<file path="config.mk">
export PLATFORM = sky130hd
export DESIGN_NAME = nand_bridge
export DESIGN_NICKNAME = d
export VERILOG_FILES = /design/src/rtl/nandb_pkg.sv /design/src/rtl/nandb_ecc.sv /design/src/rtl/nandb_pins.sv /design/src/rtl/nandb_ctl.sv /design/src/rtl/nand_bridge.sv
export SDC_FILE = /design/constraint.sdc
export NUM_CORES = 1
export LEC_CHECK = 0
export BUFFER_PORTS_ARGS = -buffer_cell sky130_fd_sc_hd__buf_4
export CAP_MARGIN = 10
export CORE_MARGIN = 2
export CORE_UTILIZATION = 52
export CTS_CLUSTER_DIAMETER = 120
export DETAILED_ROUTE_END_ITERATION = 10
export PLACE_DENSITY = 0.8
export SLEW_MARGIN = 10
export SYNTH_ARGS = -nofsm -noshare
export SYNTH_HDL_FRONTEND = slang
export SYNTH_SLANG_ARGS = --single-unit
</file>
<file path="constraint.sdc">
create_clock -name clk -period 2.1 [get_ports clk]
set_clock_uncertainty 0.15 [all_clocks]
set_input_delay 0.105 -clock clk [delete_from_list [all_inputs] [get_ports clk]]
set_output_delay 0.105 -clock clk [all_outputs]
set_load 0.005 [all_outputs]
</file>
<file path="src/rtl/nandb_pkg.sv">
package nandb_pkg;

  localparam int REG_AW = 5;

  // register offsets (host byte addresses)
  localparam logic [REG_AW-1:0] OFS_ROW_LO = 5'h00;
  localparam logic [REG_AW-1:0] OFS_ROW_HI = 5'h04;
  localparam logic [REG_AW-1:0] OFS_COL    = 5'h08;
  localparam logic [REG_AW-1:0] OFS_COUNT  = 5'h0C;
  localparam logic [REG_AW-1:0] OFS_CLEAR  = 5'h10;
  localparam logic [REG_AW-1:0] OFS_DATA   = 5'h14;
  localparam logic [REG_AW-1:0] OFS_CTRL   = 5'h18;

  // control register layout
  localparam int CTL_W = 5;
  localparam int CTL_CE0_N = 0;
  localparam int CTL_CLE   = 1;
  localparam int CTL_ALE   = 2;
  localparam int CTL_WP_N  = 3;
  localparam int CTL_CE1_N = 4;
  localparam logic [CTL_W-1:0] CTL_RESET = 5'b10001;

  localparam int COL_W = 6;

  typedef enum logic [1:0] {PH_IDLE, PH_LOW, PH_HOLD} phase_t;

  // mask of bit positions within a byte whose index bit k equals sel
  function automatic logic [7:0] col_mask(input int k, input logic sel);
    logic [7:0] m;
    for (int b = 0; b < 8; b++) m[b] = (((b >> k) & 1) == int'(sel));
    return m;
  endfunction

endpackage

</file>
<file path="src/rtl/nandb_ecc.sv">
module nandb_ecc
  import nandb_pkg::*;
#(
  parameter int CHUNK_BYTES = 256
) (
  input  logic                                clk,
  input  logic                                rst_n,
  input  logic                                clr,
  input  logic                                fold,
  input  logic [7:0]                          din,
  output logic [2*$clog2(CHUNK_BYTES)-1:0]    row_par,
  output logic [COL_W-1:0]                    col_par,
  output logic [$clog2(CHUNK_BYTES)-1:0]      count
);
  localparam int IDX_W = $clog2(CHUNK_BYTES);
  localparam int ROW_W = 2 * IDX_W;

  logic             byte_par;
  logic [ROW_W-1:0] row_hit;
  logic [COL_W-1:0] col_hit;

  assign byte_par = ^din;

  // row pairs: one pair per chunk-index bit
  for (genvar k = 0; k < IDX_W; k++) begin : g_row
    assign row_hit[2*k]   = byte_par & ~count[k];
    assign row_hit[2*k+1] = byte_par &  count[k];
  end

  // column pairs: one pair per bit-position bit
  for (genvar k = 0; k < COL_W/2; k++) begin : g_col
    assign col_hit[2*k]   = ^(din & col_mask(k, 1'b0));
    assign col_hit[2*k+1] = ^(din & col_mask(k, 1'b1));
  end

  always_ff @(posedge clk) begin
    if (!rst_n || clr) begin
      row_par <= '0;
      col_par <= '0;
      count   <= '0;
    end else if (fold) begin
      row_par <= row_par ^ row_hit;
      col_par <= col_par ^ col_hit;
      count   <= count + 1'b1;
    end
  end

endmodule

</file>
<file path="src/rtl/nandb_pins.sv">
module nandb_pins
  import nandb_pkg::*;
#(
  parameter int STROBE_CYCLES = 2
) (
  input  logic       clk,
  input  logic       rst_n,
  input  logic       start_wr,
  input  logic       start_rd,
  input  logic [7:0] wdata,
  input  logic [7:0] io_in,
  output logic       we_n,
  output logic       re_n,
  output logic [7:0] io_out,
  output logic       io_oe,
  output logic       busy,
  output logic       rd_done,
  output logic [7:0] rd_data
);
  localparam int CW = (STROBE_CYCLES > 1) ? $clog2(STROBE_CYCLES) : 1;

  phase_t        phase;
  logic          is_wr;
  logic [CW-1:0] left;

  always_ff @(posedge clk) begin
    if (!rst_n) begin
      phase   <= PH_IDLE;
      is_wr   <= 1'b0;
      left    <= '0;
      io_out  <= '0;
      rd_data <= '0;
      rd_done <= 1'b0;
    end else begin
      rd_done <= 1'b0;
      case (phase)
        PH_IDLE: begin
          if (start_wr || start_rd) begin
            phase <= PH_LOW;
            is_wr <= start_wr;
            left  <= CW'(STROBE_CYCLES - 1);
            if (start_wr) io_out <= wdata;
          end
        end
        PH_LOW: begin
          if (left == '0) begin
            phase <= PH_HOLD;
            if (!is_wr) begin
              rd_data <= io_in;
              rd_done <= 1'b1;
            end
          end else begin
            left <= left - 1'b1;
          end
        end
        PH_HOLD: phase <= PH_IDLE;
        default: phase <= PH_IDLE;
      endcase
    end
  end

  assign we_n  = !((phase == PH_LOW) && is_wr);
  assign re_n  = !((phase == PH_LOW) && !is_wr);
  assign io_oe = is_wr && (phase != PH_IDLE);
  assign busy  = (phase != PH_IDLE);

endmodule

</file>
<file path="src/rtl/nandb_ctl.sv">
module nandb_ctl
  import nandb_pkg::*;
(
  input  logic             clk,
  input  logic             rst_n,
  input  logic             wr,
  input  logic [CTL_W-1:0] wdata,
  output logic [CTL_W-1:0] ctl
);
  always_ff @(posedge clk) begin
    if (!rst_n)  ctl <= CTL_RESET;
    else if (wr) ctl <= wdata;
  end
endmodule

</file>
<file path="src/rtl/nand_bridge.sv">
module nand_bridge
  import nandb_pkg::*;
#(
  parameter int STROBE_CYCLES = 2,
  parameter int CHUNK_BYTES   = 256
) (
  input  logic              clk,
  input  logic              rst_n,
  input  logic              host_valid,
  output logic              host_ready,
  input  logic              host_write,
  input  logic [REG_AW-1:0] host_addr,
  input  logic [7:0]        host_wdata,
  output logic              rsp_valid,
  output logic [7:0]        rsp_data,
  output logic [7:0]        nand_io_out,
  output logic              nand_io_oe,
  input  logic [7:0]        nand_io_in,
  output logic              nand_we_n,
  output logic              nand_re_n,
  output logic              nand_cle,
  output logic              nand_ale,
  output logic [1:0]        nand_ce_n,
  output logic              nand_wp_n,
  input  logic              nand_rb
);
  localparam int IDX_W = $clog2(CHUNK_BYTES);
  localparam int ROW_W = 2 * IDX_W;

  logic             accept, busy, rd_done;
  logic             data_wr, data_rd, ctl_wr, ecc_clr, reg_rd;
  logic [7:0]       rd_byte;
  logic [ROW_W-1:0] row_par;
  logic [COL_W-1:0] col_par;
  logic [IDX_W-1:0] ecc_count;
  logic [15:0]      row16;
  logic [7:0]       cnt8;
  logic [CTL_W-1:0] ctl;
  logic             reg_rsp_q;
  logic [7:0]       reg_rdata_q, reg_mux;

  assign host_ready = !busy && !reg_rsp_q;
  assign accept     = host_valid && host_ready;

  assign data_wr = accept &&  host_write && (host_addr == OFS_DATA);
  assign data_rd = accept && !host_write && (host_addr == OFS_DATA);
  assign ctl_wr  = accept &&  host_write && (host_addr == OFS_CTRL);
  assign ecc_clr = accept &&  host_write && (host_addr == OFS_CLEAR);
  assign reg_rd  = accept && !host_write && (host_addr != OFS_DATA);

  nandb_ctl u_ctl (
    .clk   (clk),
    .rst_n (rst_n),
    .wr    (ctl_wr),
    .wdata (host_wdata[CTL_W-1:0]),
    .ctl   (ctl)
  );

  nandb_ecc #(.CHUNK_BYTES(CHUNK_BYTES)) u_ecc (
    .clk     (clk),
    .rst_n   (rst_n),
    .clr     (ecc_clr),
    .fold    (data_wr),
    .din     (host_wdata),
    .row_par (row_par),
    .col_par (col_par),
    .count   (ecc_count)
  );

  nandb_pins #(.STROBE_CYCLES(STROBE_CYCLES)) u_pins (
    .clk      (clk),
    .rst_n    (rst_n),
    .start_wr (data_wr),
    .start_rd (data_rd),
    .wdata    (host_wdata),
    .io_in    (nand_io_in),
    .we_n     (nand_we_n),
    .re_n     (nand_re_n),
    .io_out   (nand_io_out),
    .io_oe    (nand_io_oe),
    .busy     (busy),
    .rd_done  (rd_done),
    .rd_data  (rd_byte)
  );

  assign row16 = 16'(row_par);
  assign cnt8  = 8'(ecc_count);

  always_comb begin
    case (host_addr)
      OFS_ROW_LO: reg_mux = row16[7:0];
      OFS_ROW_HI: reg_mux = row16[15:8];
      OFS_COL:    reg_mux = {2'b00, col_par};
      OFS_COUNT:  reg_mux = cnt8;
      OFS_CTRL:   reg_mux = {2'b00, nand_rb, ctl};
      default:    reg_mux = 8'h00;
    endcase
  end

  always_ff @(posedge clk) begin
    if (!rst_n) begin
      reg_rsp_q   <= 1'b0;
      reg_rdata_q <= 8'h00;
    end else begin
      reg_rsp_q <= reg_rd;
      if (reg_rd) reg_rdata_q <= reg_mux;
    end
  end

  assign rsp_valid = reg_rsp_q | rd_done;
  assign rsp_data  = rd_done ? rd_byte : reg_rdata_q;

  assign nand_ce_n = {ctl[CTL_CE1_N], ctl[CTL_CE0_N]};
  assign nand_cle  = ctl[CTL_CLE];
  assign nand_ale  = ctl[CTL_ALE];
  assign nand_wp_n = ctl[CTL_WP_N];

endmodule

</file>
## After elaboration in Yosys (flattened, before gate mapping)

Index checks and enable logic that the tools add are counted.

| operators by class | value |
|---|---|
| mux-type cells | 9 |
| add/sub/neg operators | 2 |
| bitwise logic cells | 31 |
| eq/ne operators | 10 |
| reductions and logical operators | 38 |

Operator list:

| kind | count |
|---|---|
| $reduce_xor A8 Y1 | 7 |
| $pmux W8 S5 | 1 |
| $and A1 B1 Y1 | 16 |
| $xor A16 B16 Y16 | 1 |
| $eq A5 B5 Y1 const B | 3 |
| $logic_and A1 B1 Y1 | 12 |
| $not A1 Y1 | 12 |
| $eq A5 B4 Y1 const B | 2 |
| $add A8 B1 Y8 const B | 1 |
| $mux W8 | 1 |
| $logic_not A1 Y1 | 7 |
| $reduce_and A2 Y1 | 3 |
| $reduce_and A3 Y1 | 2 |
| $xor A6 B6 Y6 | 1 |
| $eq A5 B3 Y1 const B | 1 |
| $logic_not A5 Y1 | 1 |
| $ne A5 B5 Y1 const B | 1 |
| $mux W2 | 2 |
| $pmux W2 S2 | 1 |
| $reduce_bool A2 Y1 | 2 |
| $mux W1 | 3 |
| $reduce_or A3 Y1 | 1 |
| $eq A2 B1 Y1 const B | 1 |
| $logic_not A2 Y1 | 1 |
| 6 further kinds | 7 |

| word-level totals | value |
|---|---|
| flip-flop bits (word level) | 65 |
| input bits | 26 |

## Longest topological paths before layout

| depth | value |
|---|---|
| word-level depth | 9 |
| mapped depth | 7 |
| mapped depth without buffers | 5 |

## Modules after synthesis

Synthesis repeated with hierarchy kept, for this count alone.

| second synthesis, totals | value |
|---|---|
| cells, all modules | 355 |
| area total of the unflattened synthesis | 3289.4 um^2 |

Modules (own cells, without submodules):

| module | cells an instance | instances | area each (um^2) | seq. area each (um^2) |
|---|---|---|---|---|
| nandb_ecc | 159 | 1 | 1402.6 | 600.6 |
| nandb_pins | 93 | 1 | 887.1 | 420.4 |
| nand_bridge | 87 | 1 | 812.0 | 180.2 |
| nandb_ctl | 16 | 1 | 187.7 | 100.1 |

## Worst setup path before layout

OpenSTA, ideal clock, no wires.

| timing path | value |
|---|---|
| kind | register to register |
| from | reg u_pins.phase[1] |
| to | reg u_ecc.col_par[4] |
| setup slack | 0.250 ns |
| data arrival time | 1.629 ns |
| clock period less this slack | 1.850 ns |
| cell stages (with the launch flop) | 6 |
| path through | dfxtp_1 nor4b_4 nand4_1 clkbuf_1 or3_2 a21oi_1 |

| between the ends | value |
|---|---|
| cells in the longest elaborated chain, start to end | 7 |
| elaborated cells on any way between the ends | 8 |
| classes of those cells | reduce/logical: 8 |

Ends and longest elaborated chain:

| item | line | source |
|---|---|---|
| start: declaration | nandb_pins.sv:22 | `phase_t phase;` |
| start signal: assignment | nandb_pins.sv:28 | `phase <= PH_IDLE;` |
| start signal: assignment | nandb_pins.sv:39 | `phase <= PH_LOW;` |
| start signal: assignment | nandb_pins.sv:47 | `phase <= PH_HOLD;` |
| $reduce_bool A2 Y1 * | nandb_pins.sv:65 | `assign busy = (phase != PH_IDLE);` |
| $logic_not A1 Y1 * | nand_bridge.sv:42 | `assign host_ready = !busy && !reg_rsp_q;` |
| $logic_and A1 B1 Y1 * | nand_bridge.sv:42 |  |
| $logic_and A1 B1 Y1 * | nand_bridge.sv:43 | `assign accept = host_valid && host_ready;` |
| $logic_and A1 B1 Y1 * | nand_bridge.sv:45, nand_bridge.sv:48 |  |
| $logic_and A1 B1 Y1 | nand_bridge.sv:48 | `assign ecc_clr = accept && host_write && (host_addr == OFS_CLEAR);` |
| $logic_or A1 B1 Y1 | nandb_ecc.sv:37 | `if (!rst_n \|\| clr) begin` |
| end signal: assignment | nandb_ecc.sv:43 | `col_par <= col_par ^ col_hit;` |
| end: declaration | nandb_ecc.sv:12 | `output logic [COL_W-1:0] col_par,` |

Every way passes the cells marked *; elsewhere a longest branch is shown, timed or not.
A chain may end at the register's enable or synchronous reset.

## Worst setup path after layout

| timing path | value |
|---|---|
| from | reg u_pins.phase[1] |
| to | reg u_ecc.row_par[8] |

| between the ends | value |
|---|---|
| cells in the longest elaborated chain, start to end | 7 |
| elaborated cells on any way between the ends | 8 |
| classes of those cells | reduce/logical: 8 |

Ends and longest elaborated chain:

| item | line | source |
|---|---|---|
| $reduce_bool A2 Y1 * | nandb_pins.sv:65 |  |
| $logic_not A1 Y1 * | nand_bridge.sv:42 |  |
| $logic_and A1 B1 Y1 * | nand_bridge.sv:42 |  |
| $logic_and A1 B1 Y1 * | nand_bridge.sv:43 |  |
| $logic_and A1 B1 Y1 * | nand_bridge.sv:45, nand_bridge.sv:48 |  |
| $logic_and A1 B1 Y1 | nand_bridge.sv:48 |  |
| $logic_or A1 B1 Y1 | nandb_ecc.sv:37 |  |
| end signal: assignment | nandb_ecc.sv:42 | `row_par <= row_par ^ row_hit;` |
| end: declaration | nandb_ecc.sv:11 | `output logic [2*$clog2(CHUNK_BYTES)-1:0] row_par,` |

Marks and branches as above.

==> metrics <==
Final Max Tran Viols 0; largest net degree at the start of global routing 58; Buffers & Inverters on Critical Path 1; GR Overflow Total 0; Cell Chain, Critical Path nor4b_4, nand4_1, buf_12, or4_1, a21oi_1; Tcrit/Tclk final 0.949; Cells after Synth 353; Inserted Clock Buffers 9; Die Y-Extent 80.7 µm; min cycle time layout 1.99 ns; vias in the first global route 2714; final setup vio count 0; die width 80.7 µm; Yosys cell types 38; Final nets 458; hpwl dp 5340 µm; Min-Delay Path Class primary input to register; Worst-path clk slew 0.08 ns; outcome finished clean; Iter 0 DRT Violations 251; WP data required 2.23 ns; top_reg_cell synth dfxtp_1; share of post-route cells with drive strength above 1 0.236; post-CTS setup buffers 0; TritonCTS clock tree built; CP top delay family simple AND/OR/NAND/NOR gates; Post-synth EDFFs 0; Root Buffer clkbuf_8; Max-slew headroom 0.283; cell taking the most area after synthesis dfxtp_1; most common cell after layout, fill and taps aside buf_4; clk buf depth 2; Synth top area share 0.426; syn avg cell area 8.66 µm²; routed vias 2899; I/O pin count 52; global-route usage over all layers 0.257; first-pass GRT wire length 12600 µm; Worst setup EP type register; initial antenna violation count 0; slowest cell on the critical path or4_1; Final ANT Viol Nets 0; core area 0.00561 mm²; Ys Warns 0; n_diodes 0; gpl congestion 0.876; sequential cell area fraction in the yosys report 0.426; RSZ-0062 raised after global routing false; fmax 502 MHz; fillers 423; total power 2.77 mW; power per cell area 689 mW/mm²; Final Util 0.717; post-synthesis cell area 0.00306 mm²; Initial Utilization 0.545; most frequent cells in the layout buf_4, dfxtp_1, nand2_1, a21oi_1; Area contributors post-synth dfxtp_1, a21oi_1, nand2_1; critical path arrival 2.12 ns; PostCTS Resize Cnt 0; die footprint 0.00651 mm²; Max-Cap Viols 0; Seq cells post-synth 65; number of remaining DRC errors 0; drt via density 5.71; Slew @ Worst Pin 1.07 ns; Static Leak 1.52 nW; # rows 27; CTS Sinks 65; fraction of registers with async set/reset 0; Critical Path Start Type register; CP max stage delay 0.49 ns; Setup Crit Path Kind register to register; final wirelength 7950 µm; Hold Fails Final Rpt 0; Synthesized Nets 380; # port buffers 51; H-tree level count 3; worst IR drop on VDD 0.467 mV; TritonRoute pass-1 iters 4; routed len/inst 15.6 µm; Layout area overhead 31.5%; Worst-Skew Late Latency 0.36 ns; CP Max Fanout 57
-- state kept, by name, indices dropped and copies added (netlist names) --
name and count:
u_ecc.row_par 16, reg_rdata_q 8, u_ecc.count 8, u_pins.io_out 8, u_pins.rd_data 8, u_ecc.col_par 6, u_ctl.ctl 5, u_pins.phase 2
reg_rsp_q 1, u_pins.is_wr 1, u_pins.left 1, u_pins.rd_done 1
-- cell type report --
type / instances / area, µm² / area share
clock buffer: 9 / 124 / 0.0308
sequential: 65 / 1300 / 0.324
timing repair buffer: 89 / 731 / 0.182
inverter: 13 / 48.8 / 0.0121
multi-input combinational: 253 / 1620 / 0.404
clock inverter: 7 / 103 / 0.0255
tap: 72 / 90.1 / 0.0224
-- power breakdown --
part	internal [mW]	total (mW)	switching (mW)
Combinational	0.154	0.333	0.179
Sequential	1.24	1.24	0.00441
Clock	0.679	1.19	0.515
Total	2.07	2.77	0.698
-- cells in the mapped netlist, types with 2 or more instances --
| master | number |
|---|---|
| o21ai_0 | 10 |
| a22o_1 | 8 |
| nor2_1 | 18 |
| nand2b_1 | 2 |
| mux4_2 | 2 |
| or3_1 | 7 |
| or4_1 | 16 |
| buf_1 | 2 |
| mux2i_1 | 9 |
| clkbuf_1 | 17 |
| mux2_2 | 10 |
| nor2b_1 | 4 |
| or2_2 | 2 |
| a21oi_1 | 45 |
| nor3_1 | 2 |
| a22oi_1 | 4 |
| dfxtp_1 | 65 |
| and4_1 | 2 |
| inv_1 | 12 |
| nand3_1 | 4 |
| o221ai_1 | 4 |
| nand2_1 | 53 |
| nor4_1 | 2 |
| xnor2_1 | 21 |
| nand4_1 | 4 |
| o31ai_1 | 16 |
-- per-layer routing --
| layer | wire length, µm | track usage | vias up |
|---|---|---|---|
| li1 | - | - | 1427 |
| met2 | 3940 | 0.433 | 79 |
| met1 | 3440 | 0.321 | 1379 |
| met3 | 433 | 0.0461 | 14 |
| met4 | 133 | 0.108 | 0 |
| met5 | 0 | 0 | - |
-- worst min-delay path: cells and delay by family --
kind            cells  cell delay (ns)
simple gates        3             0.33
buf+inv             1             0.10
compound gates      1             0.06
-- worst paths after layout --
path                                                     from  cells past startpoint                             to  slack [ns]
worst min-delay path                             host_addr[1]                      5    reg_rdata_q[6]$_SDFFE_PN0P_        0.13
worst max register to register   u_pins.phase[1]$_SDFFE_PN0P_                      5  u_ecc.row_par[8]$_SDFFE_PP0P_        0.11
worst max-delay path             u_pins.phase[1]$_SDFFE_PN0P_                      5  u_ecc.row_par[8]$_SDFFE_PP0P_        0.11
worst min register to register  u_pins.io_out[2]$_SDFFE_PN0P_                      2  u_pins.io_out[2]$_SDFFE_PN0P_        0.30
-- cells by family after synthesis --
| group | share of synthesized area |
|---|---|
| AND/OR/NAND/NOR | 0.201 |
| adder cells (fa/ha/maj) | 0.00409 |
| XOR/XNOR | 0.0601 |
| flip-flops | 0.426 |
| AO/OA/AOI/OAI | 0.182 |
| multiplexers | 0.0810 |
| buffers and inverters | 0.0462 |
-- metrics by stage --
stage	instances	hold slack [ns]	setup slack (ns)	TNS, ns	area [µm²]
floorplan	353	0.0169	0.250	0	3060
global placement	472	0.173	0.0321	0	3590
detailed placement	472	0.180	-0.0255	-0.0796	3590
CTS	508	0.110	0.135	0	4020
global route	508	0.165	0.0400	0	4020
finish	508	0.129	0.107	0	4020
-- repair_timing --
item                                    4_1_cts  5_1_grt
endpoints found under the setup margin        0        0
hold buffers                                 20        0
endpoints found under the hold margin        24        0
No activity file was read; power rests on OpenSTA's default activity.
